===== config.mk =====
export PLATFORM = sky130hd
export DESIGN_NAME = wrap_regfile
export DESIGN_NICKNAME = d
export VERILOG_FILES = /design/src/rtl/wrap_regfile_pkg.sv /design/src/rtl/wrap_regfile_addr.sv /design/src/rtl/wrap_regfile_rdport.sv /design/src/rtl/wrap_regfile.sv
export SDC_FILE = /design/constraint.sdc
export NUM_CORES = 2
export LEC_CHECK = 0
export BUFFER_PORTS_ARGS = -buffer_cell sky130_fd_sc_hd__buf_2
export CAP_MARGIN = 20
export CORE_ASPECT_RATIO = 1.2
export CORE_MARGIN = 1
export CORE_UTILIZATION = 65
export DETAILED_ROUTE_END_ITERATION = 12
export GPL_TIMING_DRIVEN = 0
export PLACE_DENSITY_LB_ADDON = 0.1
export SYNTH_ARGS = -nofsm -noshare
export SYNTH_HDL_FRONTEND = slang
export SYNTH_SLANG_ARGS = --single-unit

===== constraint.sdc =====
create_clock -name clk -period 4.25 [get_ports clk]
set_input_delay 0.425 -clock clk [delete_from_list [all_inputs] [get_ports clk]]
set_output_delay 0.425 -clock clk [all_outputs]
set_load 0.01 [all_outputs]

===== src/rtl/wrap_regfile_pkg.sv =====
package wrap_regfile_pkg;
    localparam int DW     = 16;
    localparam int MAXW   = 3;
    localparam int NUSER  = 16;
    localparam int NMC    = 8;
    localparam int NREG   = NUSER + NMC;
    localparam int UAW    = $clog2(NUSER);
    localparam int MAW    = $clog2(NMC);
    localparam int PW     = $clog2(NREG);
    localparam int OW     = DW * MAXW;

    typedef enum logic [1:0] {
        SZ_ONE   = 2'b00,
        SZ_TWO   = 2'b01,
        SZ_THREE = 2'b10,
        SZ_RSVD  = 2'b11
    } op_size_e;
endpackage


===== src/rtl/wrap_regfile_addr.sv =====
module wrap_regfile_addr
    import wrap_regfile_pkg::*;
(
    input  logic                      ucode,
    input  logic [UAW-1:0]            idx,
    input  logic [1:0]                size,
    output logic [MAXW-1:0][PW-1:0]   phys,
    output logic [1:0]                nwords
);
    always_comb begin
        if (ucode) begin
            nwords = 2'd1;
        end else begin
            unique case (op_size_e'(size))
                SZ_TWO:   nwords = 2'd2;
                SZ_THREE: nwords = 2'd3;
                default:  nwords = 2'd1;
            endcase
        end
    end

    for (genvar k = 0; k < MAXW; k++) begin : g_word
        logic [UAW-1:0] succ;
        assign succ = idx + UAW'(k);
        assign phys[k] = ucode ? (PW'(NUSER) + PW'(idx[MAW-1:0]))
                               : PW'(succ);
    end
endmodule


===== src/rtl/wrap_regfile_rdport.sv =====
module wrap_regfile_rdport
    import wrap_regfile_pkg::*;
(
    input  logic [NREG-1:0][DW-1:0]   regs,
    input  logic [MAXW-1:0][PW-1:0]   phys,
    input  logic [1:0]                nwords,
    output logic [OW-1:0]             data
);
    always_comb begin
        data = '0;
        for (int k = 0; k < MAXW; k++) begin
            if (k < int'(nwords)) begin
                data[(int'(nwords) - 1 - k) * DW +: DW] = regs[phys[k]];
            end
        end
    end
endmodule


===== src/rtl/wrap_regfile.sv =====
module wrap_regfile
    import wrap_regfile_pkg::*;
(
    input  logic            clk,
    input  logic            rst_n,
    input  logic            wr_en,
    input  logic            wr_ucode,
    input  logic [UAW-1:0]  wr_idx,
    input  logic [1:0]      wr_size,
    input  logic [OW-1:0]   wr_data,
    input  logic            pr_ucode,
    input  logic [UAW-1:0]  pr_idx,
    input  logic [1:0]      pr_size,
    output logic [OW-1:0]   pr_data,
    input  logic            ps_ucode,
    input  logic [UAW-1:0]  ps_idx,
    input  logic [1:0]      ps_size,
    output logic [OW-1:0]   ps_data
);
    typedef struct packed {
        logic [NREG-1:0][DW-1:0] regs;
    } rf_state_t;

    rf_state_t state_d, state_q;

    logic [MAXW-1:0][PW-1:0] wr_phys, pr_phys, ps_phys;
    logic [1:0]              wr_n, pr_n, ps_n;

    wrap_regfile_addr u_wr_addr (
        .ucode (wr_ucode), .idx (wr_idx), .size (wr_size),
        .phys  (wr_phys),  .nwords (wr_n)
    );
    wrap_regfile_addr u_pr_addr (
        .ucode (pr_ucode), .idx (pr_idx), .size (pr_size),
        .phys  (pr_phys),  .nwords (pr_n)
    );
    wrap_regfile_addr u_ps_addr (
        .ucode (ps_ucode), .idx (ps_idx), .size (ps_size),
        .phys  (ps_phys),  .nwords (ps_n)
    );

    wrap_regfile_rdport u_pr_port (
        .regs (state_q.regs), .phys (pr_phys), .nwords (pr_n), .data (pr_data)
    );
    wrap_regfile_rdport u_ps_port (
        .regs (state_q.regs), .phys (ps_phys), .nwords (ps_n), .data (ps_data)
    );

    always_comb begin
        state_d = state_q;
        if (wr_en) begin
            for (int k = 0; k < MAXW; k++) begin
                if (k < int'(wr_n)) begin
                    state_d.regs[wr_phys[k]] = wr_data[(int'(wr_n) - 1 - k) * DW +: DW];
                end
            end
        end
    end

    always_ff @(posedge clk or negedge rst_n) begin
        if (!rst_n) begin
            state_q <= '0;
        end else begin
            state_q <= state_d;
        end
    end
endmodule


==> results by group, run 1 <==
Synth
  • Post-synthesis register bit count: roughly 380
  • Ys Warns: 1
  • Main flop type after synthesis: dfrtp_1
  • Synthesized cell area: around 40000 µm²
  • Post-synth top area cell: dfrtp_1
  • Syn Nets: around 4900
  • Sequential area share after synthesis: 0.2375
  • Ys async rst share: 1.000
  • Average cell area after synthesis: 8.336 µm²
  • Post-synth top area share: 0.2375
  • Post-Synthesis Cells: between 4000 and 5000
  • Post-synth EDFFs: 0
  • Yosys cell types: a little under 80
  • Synth top area cells: dfrtp_1 24%, mux4_2 15%, mux2i_1 9.8%, nand2_1 6.9%, o221ai_1 6.2%

Global route
  • First-pass GRT wire length: 390.2 mm
  • Global Route Usage Sum: 0.8484
  • Grt ovf: 340
  • Largest net degree at the start of global routing: 118
  • Vias in the first global route: between 50000 and 60000

Floorplanning
  • # rows: ~100
  • I/O pin cnt: 168
  • Starting density of the core: 0.6612
  • Die width: 229.8 µm
  • Die height: ~280 µm

Clocking
  • CTS sink count: about 380
  • Num CTS Buffers: between 40 and 50
  • CTS root buf: clkbuf_16
  • Max Buffers Root-to-Sink: 3
  • H-Tree Depth: 2

Placement
  • Gpl congestion: about 1.3
  • Placed cell area: roughly 42000 µm²
  • Placed cells: 5829
  • Dpl hpwl: ~180 mm
  • Buffers on Ports: 162

Status
  • Fail Step: 5_1_grt
  • Log Error: [ERROR GRT-0116] Global routing finished with congestion. Check the congestion regions in the DRC Viewer.
  • Status: stopped before the end
logic make-up after synthesis:
| family | count (synthesis) | share of synthesized area |
|---|---|---|
| xor gates and xnor gates | 14 | 0.003587 |
| adders and majority gates | 17 | 0.005257 |
| buffers and inverters | 665 | 0.07078 |
| and+or+nand+nor | 1375 | 0.1433 |
| DFF | 384 | 0.2375 |
| AOI/OAI and AO/OA | 1639 | 0.2666 |
| muxes | 760 | 0.2731 |
per-stage QoR:
stage	setup WS (ns)	TNS, ns	hold WS, ns
4_1_cts	0.1649	0	0.4577
3_5_place_dp	-1.049	-254.95	0.4898
2_1_floorplan	0.6785	0	0.1294
3_3_place_gp	-4.953	-2120.64	0.5094
Yosys cell counts, drive strengths merged (35+ instances only):
library cell,count
nor3,71
nand2,739
mux4,265
a22o,37
clkbuf,420
dfrtp,384
o22ai,329
a2bb2oi,37
inv,35
nor2b,46
a22oi,83
nor2,336
buf,208
nand3,68
o21ai,433
mux2i,397
mux2,98
a21oi,268
o221ai,287
layer usage:
layer / track usage / GRT overflow
met1: 0.8690 / 16
met2: 0.9661 / 166
met3: 0.7462 / 39
met4: 0.7809 / 106
met5: 0.5454 / 13
timing repair:
action / 4_1_cts
hold endpoints to repair: 84
hold buffers: 1
setup buffers: 0
endpoints found under the setup margin: 241
pin swaps: 0
gates resized for setup: 25
==> inputs of run 2 (changes only) <==
--- a/config.mk
+++ b/config.mk
@@ -7,12 +7,11 @@
 export LEC_CHECK = 0
 export BUFFER_PORTS_ARGS = -buffer_cell sky130_fd_sc_hd__buf_2
 export CAP_MARGIN = 20
-export CORE_ASPECT_RATIO = 1.2
 export CORE_MARGIN = 1
-export CORE_UTILIZATION = 65
+export CORE_UTILIZATION = 40
 export DETAILED_ROUTE_END_ITERATION = 12
 export GPL_TIMING_DRIVEN = 0
-export PLACE_DENSITY_LB_ADDON = 0.1
+export PLACE_DENSITY_LB_ADDON = 0.15
 export SYNTH_ARGS = -nofsm -noshare
 export SYNTH_HDL_FRONTEND = slang
 export SYNTH_SLANG_ARGS = --single-unit
==> run 2 against run 1 <==
Effect of this change:
- the flow now finishes, with violations (negative setup slack)
- synthesized cell count did not move
- area after synthesis did not move
==> results by group, run 2 <==
Status
  • Status: finished, violations left
  • Failing checks: negative setup slack

Power
  • Clock Power Share: 0.201
  • Combinational Power Share: 0.456
  • Sw Ratio: 0.5016
  • Sw Pwr: between 10 and 15 mW
  • Pwr Density: 443.5 nW/µm²
  • Sequential share of power: 0.343
  • Int Pwr: approximately 10 mW
  • Peak supply drop: 0.0004283 V
  • Final total power: around 20 mW
  • Static Leakage: around 18 nW

Timing
  • Min Clock Period, post-route: approximately 4.4 ns
  • Max-slew violations: 0
  • Clock skew: 0 ns
  • Fin Hold WS: between 0.3 and 0.4 ns
  • Max Freq: 229.0 MHz
  • Rel. slew slack: 0.1288
  • RSZ-0062 raised after global routing: false
  • Actual slew at the worst max-slew pin: between 1 and 1.5 ns
  • Final WS setup: -0.1172 ns
  • Final clock period utilization by the worst path: 1.028
  • Final hold violations: 0
  • Setup_tns: -1.445 ns
  • Final setup fails: 27

Global route
  • Vias in the first global route: ~45000
  • First-pass GRT wire length: a little under 400 mm
  • Grt ovf: 0
  • Largest net degree at the start of global routing: a little under 90
  • Initial antenna violation count: 21
  • Global Route Usage Sum: 0.5589

Synth
  • Most common cell in the netlist: nand2_1
  • Average cell area after synthesis: 8.336 µm²
  • Yosys cell types: slightly below 80
  • Post-synthesis register bit count: 384
  • Sequential area share after synthesis: 0.2375
  • Syn Nets: around 5000
  • Ys async rst share: 1.000
  • Main flop type after synthesis: dfrtp_1
  • Synthesized cell area: between 40000 and 50000 µm²
  • Post-synth EDFFs: 0
  • Post-synth top area share: 0.2375
  • Synth top area cells: dfrtp_1 24%, mux4_2 15%, mux2i_1 9.8%, nand2_1 6.9%, o221ai_1 6.2%
  • Post-Synthesis Cells: between 4000 and 5000
  • Ys Warns: 1
  • Post-synth top area cell: dfrtp_1
  • Post-synth top cells: 739 x nand2_1, 420 x clkbuf_1, 408 x o21ai_0

Critical path
  • Req. time, crit path: ~3.8 ns
  • WS Path Type: in -> out
  • Critical path peak fanout: 10
  • R2r setup slk: 2.34 ns
  • CP Data Arrival Time: slightly below 4 ns
  • Crit end category: output pin
  • FF-to-FF path depth: 4
  • Worst setup SP type: input port

Cells and area
  • Area delta synth->final: 11.94%
  • Commonest non-fill, non-tap cell in the layout: nand2_1
  • Top flop regs: state_q x384
  • Core Util, Final: 0.4523
  • Post-layout nets: between 5000 and 6000
  • Most flop-heavy register: state_q
  • Share of layout cells above drive strength 1: 0.1724
  • Max FFs per register: between 300 and 400
  • Most frequent cells in the layout: 728 x nand2_1, 405 x clkbuf_1, 401 x o21ai_0, 394 x mux2i_1, 384 x dfrtp_1

Route
  • Pre-antenna DRT Iters: 9
  • Average wire per standard cell: about 46 µm
  • ANT nets after route: 0
  • Via Count: roughly 49000
  • Via density: ~7.6
  • DRC viols: 0
  • DRT Wirelength: about 300 mm
  • Drt initial violations: just under 9000

Clocking
  • Total setup buffers inserted after CTS: 0
  • Clk_lat worst skew: around 0.62 ns
  • Num CTS Buffers: 44
  • Max Buffers Root-to-Sink: 3
  • H-Tree Depth: 2
  • CTS sink count: 384
  • Clock Pin Slew Worst Setup and Hold Paths: approximately 0.07 ns
  • CTS root buf: clkbuf_16
  • TritonCTS clock tree: done

Floorplanning
  • Die height: around 320 µm
  • # rows: 116
  • Die width: between 300 and 400 µm
  • Die ar.: roughly 100000 µm²
  • Core area: 100100 µm²
  • I/O pin cnt: 168
  • Starting density of the core: 0.4040

Placement
  • Buffers on Ports: between 150 and 200
  • Dpl hpwl: 231.3 mm
  • Setup WS pre-CTS: -1.497 ns
  • Gpl congestion: about 1.1

Min path
  • Min-Delay Path Class: in -> async

Run
  • Max cap viols: 0
==> run 2: power by group through the flow <==
stage	Sequential, mW	Combinational [mW]	Clock, mW
detailed placement	6.58	8.38	0
floorplan	5.19	5.14	0
CTS	6.52	8.41	3.99
finish	6.89	9.16	4.04
global route	6.67	9.23	4.12
global placement	6.55	8.24	0
==> run 2: final timing paths <==
check / end / start
max: ps_data[42] / ps_idx[1]
min: state_q[267]$_DFFE_PN0P_ / rst_n
max reg2reg: state_q[239]$_DFFE_PN0P_ / state_q[239]$_DFFE_PN0P_
min reg2reg: state_q[275]$_DFFE_PN0P_ / state_q[275]$_DFFE_PN0P_
max in group asynchronous: state_q[100]$_DFFE_PN0P_ / rst_n
min in group clk: state_q[97]$_DFFE_PN0P_ / wr_data[1]
==> run 2: layout make-up <==
type                    count  area [µm²]
fillers                 10170       54850
multi-input cells        3805       28060
flip-flops and latches    384        9609
plain buffers             627        2761
well taps                1298        1624
repair buffers            212        1622
clock buffers              61        1235
clock inverters            18       197.7
inverters                  37       138.9
diodes                     20       50.05
==> run 2: worst max-delay path, stage by stage <==
cell      delay [ns]
buf_2           0.11
buf_4           0.24
buf_2           0.58
buf_4           0.42
buf_2           0.46
mux4_2          0.48
nand2_1         0.31
nand3_1         0.31
nand2_1         0.13
a211oi_1        0.28
buf_2           0.18
==> run 2: through the flow <==
stage	std cells	instance area, µm²
2_1_floorplan	4854	40460
3_3_place_gp	6314	42900
3_5_place_dp	6342	43420
4_1_cts	6421	44920
5_1_grt	6443	45250
6_report	6462	45290
==> run 2: cell families (layout without fill, tap and decap cells) <==
family          after synthesis  in the layout  share of synthesized area
flops                       384            384                     0.2375
other cells                   0             20                          0
simple gates               1375           1375                     0.1433
fa+ha+maj                    17             17                   0.005257
xor+xnor                     14             14                   0.003587
mux                         760            760                     0.2731
buf+inv                     665            955                    0.07078
compound gates             1639           1639                     0.2666
==> run 2: layer usage <==
metal / share of wire / up-vias / GRT usage
met5: 0.0012 / - / 0.01749
met4: 0.11 / 10 / 0.5014
met3: 0.15 / 1247 / 0.2579
met2: 0.38 / 4739 / 0.7538
met1: 0.35 / 24140 / 0.6556
li1: - / 19020 / -
==> run 2: repair_timing <==
action | in CTS | in global routing
cloned | 0 | 0
resized for setup | 40 | 22
hold buffers | 1 | 0
endpoints found under the setup margin | 345 | 135
endpoints found under the hold margin | 59 | 0
Power figures use the tool's default switching activity.
